==> src/rtl/irqagg_pkg.sv <==
package irqagg_pkg;
    localparam int WORD_W = 32;
    typedef logic [WORD_W-1:0] word_t;

    // register selected by address bit 2 inside a word window
    typedef enum logic {
        REG_ENABLE = 1'b0,
        REG_STATUS = 1'b1
    } reg_sel_e;
endpackage

==> src/rtl/irqagg_regs.sv <==
module irqagg_regs
    import irqagg_pkg::*;
#(
    parameter int                        NUM_WORDS = 4,
    parameter int                        ADDR_W    = 5,
    parameter logic [NUM_WORDS*32-1:0]   FWD_MASK  = '0
) (
    input  logic                      clk_i,
    input  logic                      rst_i,
    input  logic                      bus_sel_i,
    input  logic                      bus_wr_i,
    input  logic [ADDR_W-1:0]         bus_addr_i,
    input  word_t                     bus_wdata_i,
    input  logic [NUM_WORDS*32-1:0]   src_i,
    output logic [NUM_WORDS*32-1:0]   en_o,
    output word_t                     rdata_o
);
    localparam int IDX_W = ADDR_W - 3;

    typedef struct packed {
        logic [NUM_WORDS-1:0][WORD_W-1:0] en;
        word_t                            rdata;
    } regs_t;

    regs_t state_d, state_q;

    logic [NUM_WORDS-1:0][WORD_W-1:0] src_w;
    logic [IDX_W-1:0]                 word_idx;
    reg_sel_e                         reg_sel;
    logic                             unused_addr_bits;

    assign src_w            = src_i;
    assign word_idx         = bus_addr_i[ADDR_W-1:3];
    assign reg_sel          = reg_sel_e'(bus_addr_i[2]);
    assign unused_addr_bits = ^bus_addr_i[1:0];

    always_comb begin
        state_d = state_q;
        if (bus_sel_i && !bus_wr_i) begin
            state_d.rdata = '0;
        end
        for (int w = 0; w < NUM_WORDS; w++) begin
            if (bus_sel_i && (word_idx == IDX_W'(w))) begin
                if (bus_wr_i) begin
                    if (reg_sel == REG_ENABLE) begin
                        state_d.en[w] = bus_wdata_i;
                    end
                end else begin
                    state_d.rdata = (reg_sel == REG_STATUS) ? src_w[w]
                                                            : state_q.en[w];
                end
            end
        end
    end

    always_ff @(posedge clk_i) begin
        if (rst_i) begin
            state_q.en    <= FWD_MASK;
            state_q.rdata <= '0;
        end else begin
            state_q <= state_d;
        end
    end

    assign en_o    = state_q.en;
    assign rdata_o = state_q.rdata;

    // status window writes must not disturb stored enables
    p_stat_write_ignored_r3: assert property (@(posedge clk_i) disable iff (rst_i)
        (bus_sel_i && bus_wr_i && bus_addr_i[2]) |=> $stable(en_o));

    // read data only moves after a read strobe
    p_rdata_hold_r2: assert property (@(posedge clk_i) disable iff (rst_i)
        !(bus_sel_i && !bus_wr_i) |=> $stable(rdata_o));
endmodule

==> src/rtl/irqagg_wake.sv <==
module irqagg_wake
    import irqagg_pkg::*;
#(
    parameter int                                   NUM_WORDS   = 4,
    parameter int                                   NUM_PARENTS = 2,
    parameter logic [NUM_PARENTS*NUM_WORDS*32-1:0]  ROUTE_MASK  = '1,
    parameter logic [NUM_WORDS*32-1:0]              WAKE_MASK   = '0,
    parameter bit                                   WAKE_EN     = 1'b1
) (
    input  logic                    clk_i,
    input  logic                    rst_i,
    input  logic                    suspend_i,
    input  logic [NUM_WORDS*32-1:0] en_i,
    output logic [NUM_WORDS*32-1:0] eff_o
);
    localparam int SLICE = NUM_WORDS * WORD_W;

    function automatic logic [SLICE-1:0] f_routed();
        logic [SLICE-1:0] acc;
        acc = '0;
        for (int p = 0; p < NUM_PARENTS; p++) begin
            acc |= ROUTE_MASK[p*SLICE +: SLICE];
        end
        return acc;
    endfunction

    localparam logic [SLICE-1:0] ROUTED   = f_routed();
    localparam logic [SLICE-1:0] WAKE_SET = WAKE_EN ? (WAKE_MASK & ROUTED) : '0;

    always_comb begin
        eff_o = en_i;
        if (suspend_i) begin
            eff_o = en_i | WAKE_SET;
        end
    end

    // widening during suspend never reaches unrouted sources
    p_wake_routed_only_r6: assert property (@(posedge clk_i) disable iff (rst_i)
        ((eff_o & ~en_i & ~ROUTED) == '0));
endmodule

==> src/rtl/irqagg_route.sv <==
module irqagg_route
    import irqagg_pkg::*;
#(
    parameter int                                   NUM_WORDS   = 4,
    parameter int                                   NUM_PARENTS = 2,
    parameter logic [NUM_PARENTS*NUM_WORDS*32-1:0]  ROUTE_MASK  = '1
) (
    input  logic                    clk_i,
    input  logic                    rst_i,
    input  logic [NUM_WORDS*32-1:0] src_i,
    input  logic [NUM_WORDS*32-1:0] eff_i,
    output logic [NUM_PARENTS-1:0]  parent_o
);
    localparam int SLICE = NUM_WORDS * WORD_W;

    typedef struct packed {
        logic [NUM_PARENTS-1:0] irq;
    } route_t;

    route_t route_d, route_q;
    logic [SLICE-1:0] live;

    assign live = src_i & eff_i;

    generate
        for (genvar p = 0; p < NUM_PARENTS; p++) begin : g_parent
            always_comb begin
                route_d.irq[p] = |(live & ROUTE_MASK[p*SLICE +: SLICE]);
            end
        end
    endgenerate

    always_ff @(posedge clk_i) begin
        if (rst_i) begin
            route_q <= '0;
        end else begin
            route_q <= route_d;
        end
    end

    assign parent_o = route_q.irq;

    // a raised parent implies some line was high one clock earlier
    p_parent_needs_src_r4: assert property (@(posedge clk_i) disable iff (rst_i)
        (|parent_o) |-> $past(|src_i));

    // quiet inputs give quiet parents one clock later
    p_idle_clears_r4: assert property (@(posedge clk_i) disable iff (rst_i)
        (src_i == '0) |=> (parent_o == '0));
endmodule

==> src/rtl/irq_l2_aggregator.sv <==
module irq_l2_aggregator
    import irqagg_pkg::*;
#(
    parameter int                                   NUM_WORDS   = 4,
    parameter int                                   NUM_PARENTS = 2,
    parameter int                                   ADDR_W      = 5,
    parameter logic [NUM_WORDS*32-1:0]              FWD_MASK    = '0,
    parameter logic [NUM_PARENTS*NUM_WORDS*32-1:0]  ROUTE_MASK  = '1,
    parameter logic [NUM_WORDS*32-1:0]              WAKE_MASK   = '0,
    parameter bit                                   WAKE_EN     = 1'b1
) (
    input  logic                    clk_i,
    input  logic                    rst_i,
    input  logic                    bus_sel_i,
    input  logic                    bus_wr_i,
    input  logic [ADDR_W-1:0]       bus_addr_i,
    input  logic [31:0]             bus_wdata_i,
    output logic [31:0]             bus_rdata_o,
    input  logic [NUM_WORDS*32-1:0] src_i,
    input  logic                    suspend_i,
    output logic [NUM_PARENTS-1:0]  parent_irq_o
);
    logic [NUM_WORDS*32-1:0] en_q;
    logic [NUM_WORDS*32-1:0] eff_en;

    irqagg_regs #(
        .NUM_WORDS (NUM_WORDS),
        .ADDR_W    (ADDR_W),
        .FWD_MASK  (FWD_MASK)
    ) u_regs (
        .clk_i       (clk_i),
        .rst_i       (rst_i),
        .bus_sel_i   (bus_sel_i),
        .bus_wr_i    (bus_wr_i),
        .bus_addr_i  (bus_addr_i),
        .bus_wdata_i (bus_wdata_i),
        .src_i       (src_i),
        .en_o        (en_q),
        .rdata_o     (bus_rdata_o)
    );

    irqagg_wake #(
        .NUM_WORDS   (NUM_WORDS),
        .NUM_PARENTS (NUM_PARENTS),
        .ROUTE_MASK  (ROUTE_MASK),
        .WAKE_MASK   (WAKE_MASK),
        .WAKE_EN     (WAKE_EN)
    ) u_wake (
        .clk_i     (clk_i),
        .rst_i     (rst_i),
        .suspend_i (suspend_i),
        .en_i      (en_q),
        .eff_o     (eff_en)
    );

    irqagg_route #(
        .NUM_WORDS   (NUM_WORDS),
        .NUM_PARENTS (NUM_PARENTS),
        .ROUTE_MASK  (ROUTE_MASK)
    ) u_route (
        .clk_i    (clk_i),
        .rst_i    (rst_i),
        .src_i    (src_i),
        .eff_i    (eff_en),
        .parent_o (parent_irq_o)
    );

    // outside suspend the applied enable is exactly the stored one
    p_awake_uses_stored_r7: assert property (@(posedge clk_i) disable iff (rst_i)
        !suspend_i |-> (eff_en == en_q));
endmodule

==> config.mk <==
export PLATFORM = sky130hd
export DESIGN_NAME = irq_l2_aggregator
export DESIGN_NICKNAME = d
export VERILOG_FILES = /design/src/rtl/irqagg_pkg.sv /design/src/rtl/irqagg_regs.sv /design/src/rtl/irqagg_wake.sv /design/src/rtl/irqagg_route.sv /design/src/rtl/irq_l2_aggregator.sv
export SDC_FILE = /design/constraint.sdc
export NUM_CORES = 1
export LEC_CHECK = 0
export CORE_ASPECT_RATIO = 2
export CORE_MARGIN = 4
export CORE_UTILIZATION = 52
export DETAILED_ROUTE_END_ITERATION = 16
export PLACE_DENSITY_LB_ADDON = 0.25
export SLEW_MARGIN = 0
export SYNTH_ARGS = -nofsm -noshare
export SYNTH_HDL_FRONTEND = slang
export SYNTH_HIERARCHICAL = 1
export SYNTH_SLANG_ARGS = --single-unit
==> constraint.sdc <==
create_clock -name clk_i -period 1.6 [get_ports clk_i]
set_clock_uncertainty 0.05 [all_clocks]
set_input_delay 0.16 -clock clk_i [delete_from_list [all_inputs] [get_ports clk_i]]
set_output_delay 0.16 -clock clk_i [all_outputs]
set_load 0.03 [all_outputs]
==> metrics.csv <==
metric,value,unit
"Worst Setup Slack, final",-0.05094,ns
gpl congestion,0.9691,
Initial Util,52.82,%
largest net degree at the start of global routing,61,
CP startpoint kind,register,
"Seq/Total Area, Yosys",33.50,%
synth-to-layout area growth,25.84,%
first-pass GRT wire length,56010,um
die area,0.02088,mm^2
root buf cell,clkbuf_16,
top-area cell type share of the netlist area,33.50,%
met3 Track Usage GR,7.578,%
share of cells above drive strength 1,19.26,%
Crit path largest cell delay,0.35,ns
"Hold Vio Cnt, Final",0,
Hold Path Origin,rst_i,
RR Startpoint,u_regs/en_o[23]$_SDFFE_PP0P_,
IO Count,204,
leakage power,4.556,nW
DR pass1 iterations,7,
Yosys warnings,6,
global routing's busiest layer,met2,
ANT nets after route,0,
min-delay worst type,in2reg,
Synth area leader,dfxtp_1,
Power Total,10.10,mW
clk buf depth,2,
CTS tree,done,
VDD IR max,0.6807,mV
vias per cell,6.643,
initial antenna violation count,0,
syn_nets,1218,
CTS Buf Count,17,
Die H,200.4,um
Critical Path Start,u_regs/en_o[23]$_SDFFE_PP0P_,
H-tree Lvls,4,
Mean Syn Cell Area,9.181,um^2
"worst slack, placed",-0.5241,ns
Final Max Tran Viols,0,
hold slack,0.1395,ns
Gate Count Post-Synth,1048,
Overflow after GRT,0,
synthesized cell area,0.009622,mm^2
# DRC,0,
Worst-path clk slew,0.07,ns
total track usage,35.59,%
failing checks,negative setup slack,
RSZ-0062 raised after global routing,true,
MaxCap Viol Count,0,
status,"finished, violations left",
met2 usage,56.12,%
ANT cells,0,
area of the multi-input gates,0.005127,mm^2
Die Width,104.2,um
Core Rows,70,
core area,0.01822,mm^2
Rel. slew slack,53.82,%
Final Cycle Share,103.2,%
fmax,605.7,MHz
vias,9127,
crit path max fanout,3,
Worst Setup End Kind,register,
Crit path arrival time,1.91,ns
Yosys reg bits,161,
cell breakdown of the critical path,a22o_4 -> a221oi_4 -> nand4_1 -> nor4_2 -> a31oi_1,
Final nets,1316,
GRT met1 Usage,40.34,%
initial DRC count,1133,
CP bufs+invs,0,
Crit Path Category,reg2reg,
top post-synthesis cells by area,"dfxtp_1 (33%), buf_4 (10%), mux4_2 (7.5%)",
"slowest stage cell, crit path",dfxtp_2,
Crit path required time,1.86,ns
Worst-Margin Slew,0.6927,ns
WL per Instance,27.70,um
clock sinks,161,
WL final,38060,um
PD cells,833.9,mW/mm^2
Fillers,1512,
post-synth cell types,33,
IO buf count,200,
CTS Hold Bufs,0,
hpwl dp,27630,um
family with the most delay on the worst path,compound AO/OA/AOI/OAI gates,
Reg area,0.003227,mm^2
fin crit period,1.651,ns
vias in the first global route,9143,
clk_lat worst skew,0.43,ns
Setup-failing EPs final,1,
-- cell usage after synthesis, drive strengths merged --
| master | n |
|---|---|
| o22ai | 32 |
| mux2 | 32 |
| clkbuf | 63 |
| nor2 | 32 |
| mux2i | 64 |
| nand3 | 68 |
| or3b | 1 |
| a211oi | 32 |
| and2 | 1 |
| or3 | 1 |
| mux4 | 32 |
| a22oi | 24 |
| nand4 | 8 |
| o21ai | 64 |
| nor4 | 35 |
| buf | 156 |
| nor2b | 34 |
| nand3b | 1 |
| nand2 | 1 |
| nand4bb | 1 |
| a22o | 20 |
| nand2b | 97 |
| and3b | 1 |
| a31oi | 1 |
| a21oi | 64 |
| nand4b | 1 |
| a221oi | 20 |
| dfxtp | 161 |
| nor3b | 1 |
-- metrics by stage --
| step | utilization, % | instance area (um^2) | setup TNS [ns] | std cells |
|---|---|---|---|---|
| floorplan | - | 9622 | 0 | 1048 |
| global placement | 63.01 | 11480 | -38.96 | 1343 |
| detailed placement | 63.01 | 11480 | -41.67 | 1343 |
| CTS | 65.99 | 12020 | -0.08509 | 1374 |
| global route | 66.46 | 12110 | -0.1377 | 1374 |
| finish | 66.46 | 12110 | -0.05094 | 1374 |
-- layout by cell type (no fill, tap or decap), types with 3 or more instances in the layout --
cell / synthesis / final
a211oi_1: 32 / 32
a21oi_1: 64 / 64
a221oi_1: 10 / 5
a221oi_2: 10 / 12
a221oi_4: 0 / 3
a22o_1: 20 / 18
a22oi_1: 24 / 24
buf_12: 0 / 18
buf_4: 133 / 81
clkbuf_16: 0 / 17
clkbuf_8: 0 / 4
clkdlybuf4s50_1: 0 / 162
clkinv_2: 0 / 3
clkinvlp_4: 0 / 5
dfxtp_1: 161 / 158
dfxtp_2: 0 / 3
dlygate4sd2_1: 0 / 34
mux2_2: 32 / 32
mux2i_1: 64 / 64
mux4_2: 32 / 32
nand2b_1: 97 / 97
nand3_1: 68 / 68
nand4_1: 8 / 8
nor2_1: 32 / 32
nor2b_1: 34 / 32
nor4_1: 35 / 33
o21ai_0: 64 / 64
o22ai_1: 32 / 32
-- final timing paths --
kind	end	slack (ns)	cells after the start
worst min register to register	u_regs/en_o[49]$_SDFFE_PP0P_	0.43	2
worst max register to register	u_route/parent_o[0]$_SDFF_PP0_	-0.05	5
worst max-delay path	u_route/parent_o[0]$_SDFF_PP0_	-0.05	5
worst min-delay path	u_regs/en_o[119]$_SDFFE_PP0P_	0.14	2
-- state kept, by name, summed over array words and instances (netlist names) --
register / flops
u_route/parent_o: 1
u_regs/en_o: 128
u_regs/rdata_o: 32
-- power breakdown --
part / switching, mW / internal, mW / total [mW] / leakage, nW
sequential: 0.0896 / 4.11 / 4.20 / 1.31
clock: 1.70 / 2.29 / 3.99 / 0.266
combinational: 0.974 / 0.935 / 1.91 / 2.98
-- layer usage --
layer  part of all wire (%)  up-vias
li1                       -     3933
met1                     34     4286
met2                     46      719
met3                    9.3      189
met4                     10        0
met5                      0        -
-- logic make-up (layout without fill, tap and decap cells) --
family                 count (synthesis)  after routing  share of synthesized area [%]
AND/OR/NAND/NOR                      283            283                          16.81
AO/OA/AOI/OAI                        257            257                          17.46
buffers and inverters                219            329                          14.33
flip-flops                           161            161                          33.50
multiplexers                         128            128                          17.89
-- area by class of cell --
class / instances / area share, %
clock buffer: 22 / 3.999
tap: 216 / 2.232
multi-input combinational: 668 / 42.35
timing repair buffer: 298 / 24.09
clock inverter: 9 / 0.6820
sequential: 161 / 26.65
-- what timing repair did --
| action | CTS | global route |
|---|---|---|
| pin swaps | 1 | 7 |
| setup endpoints to repair | 35 | 58 |
| gates resized for setup | 37 | 15 |
| setup buffers | 0 | 0 |
Power figures use the tool's default switching activity.
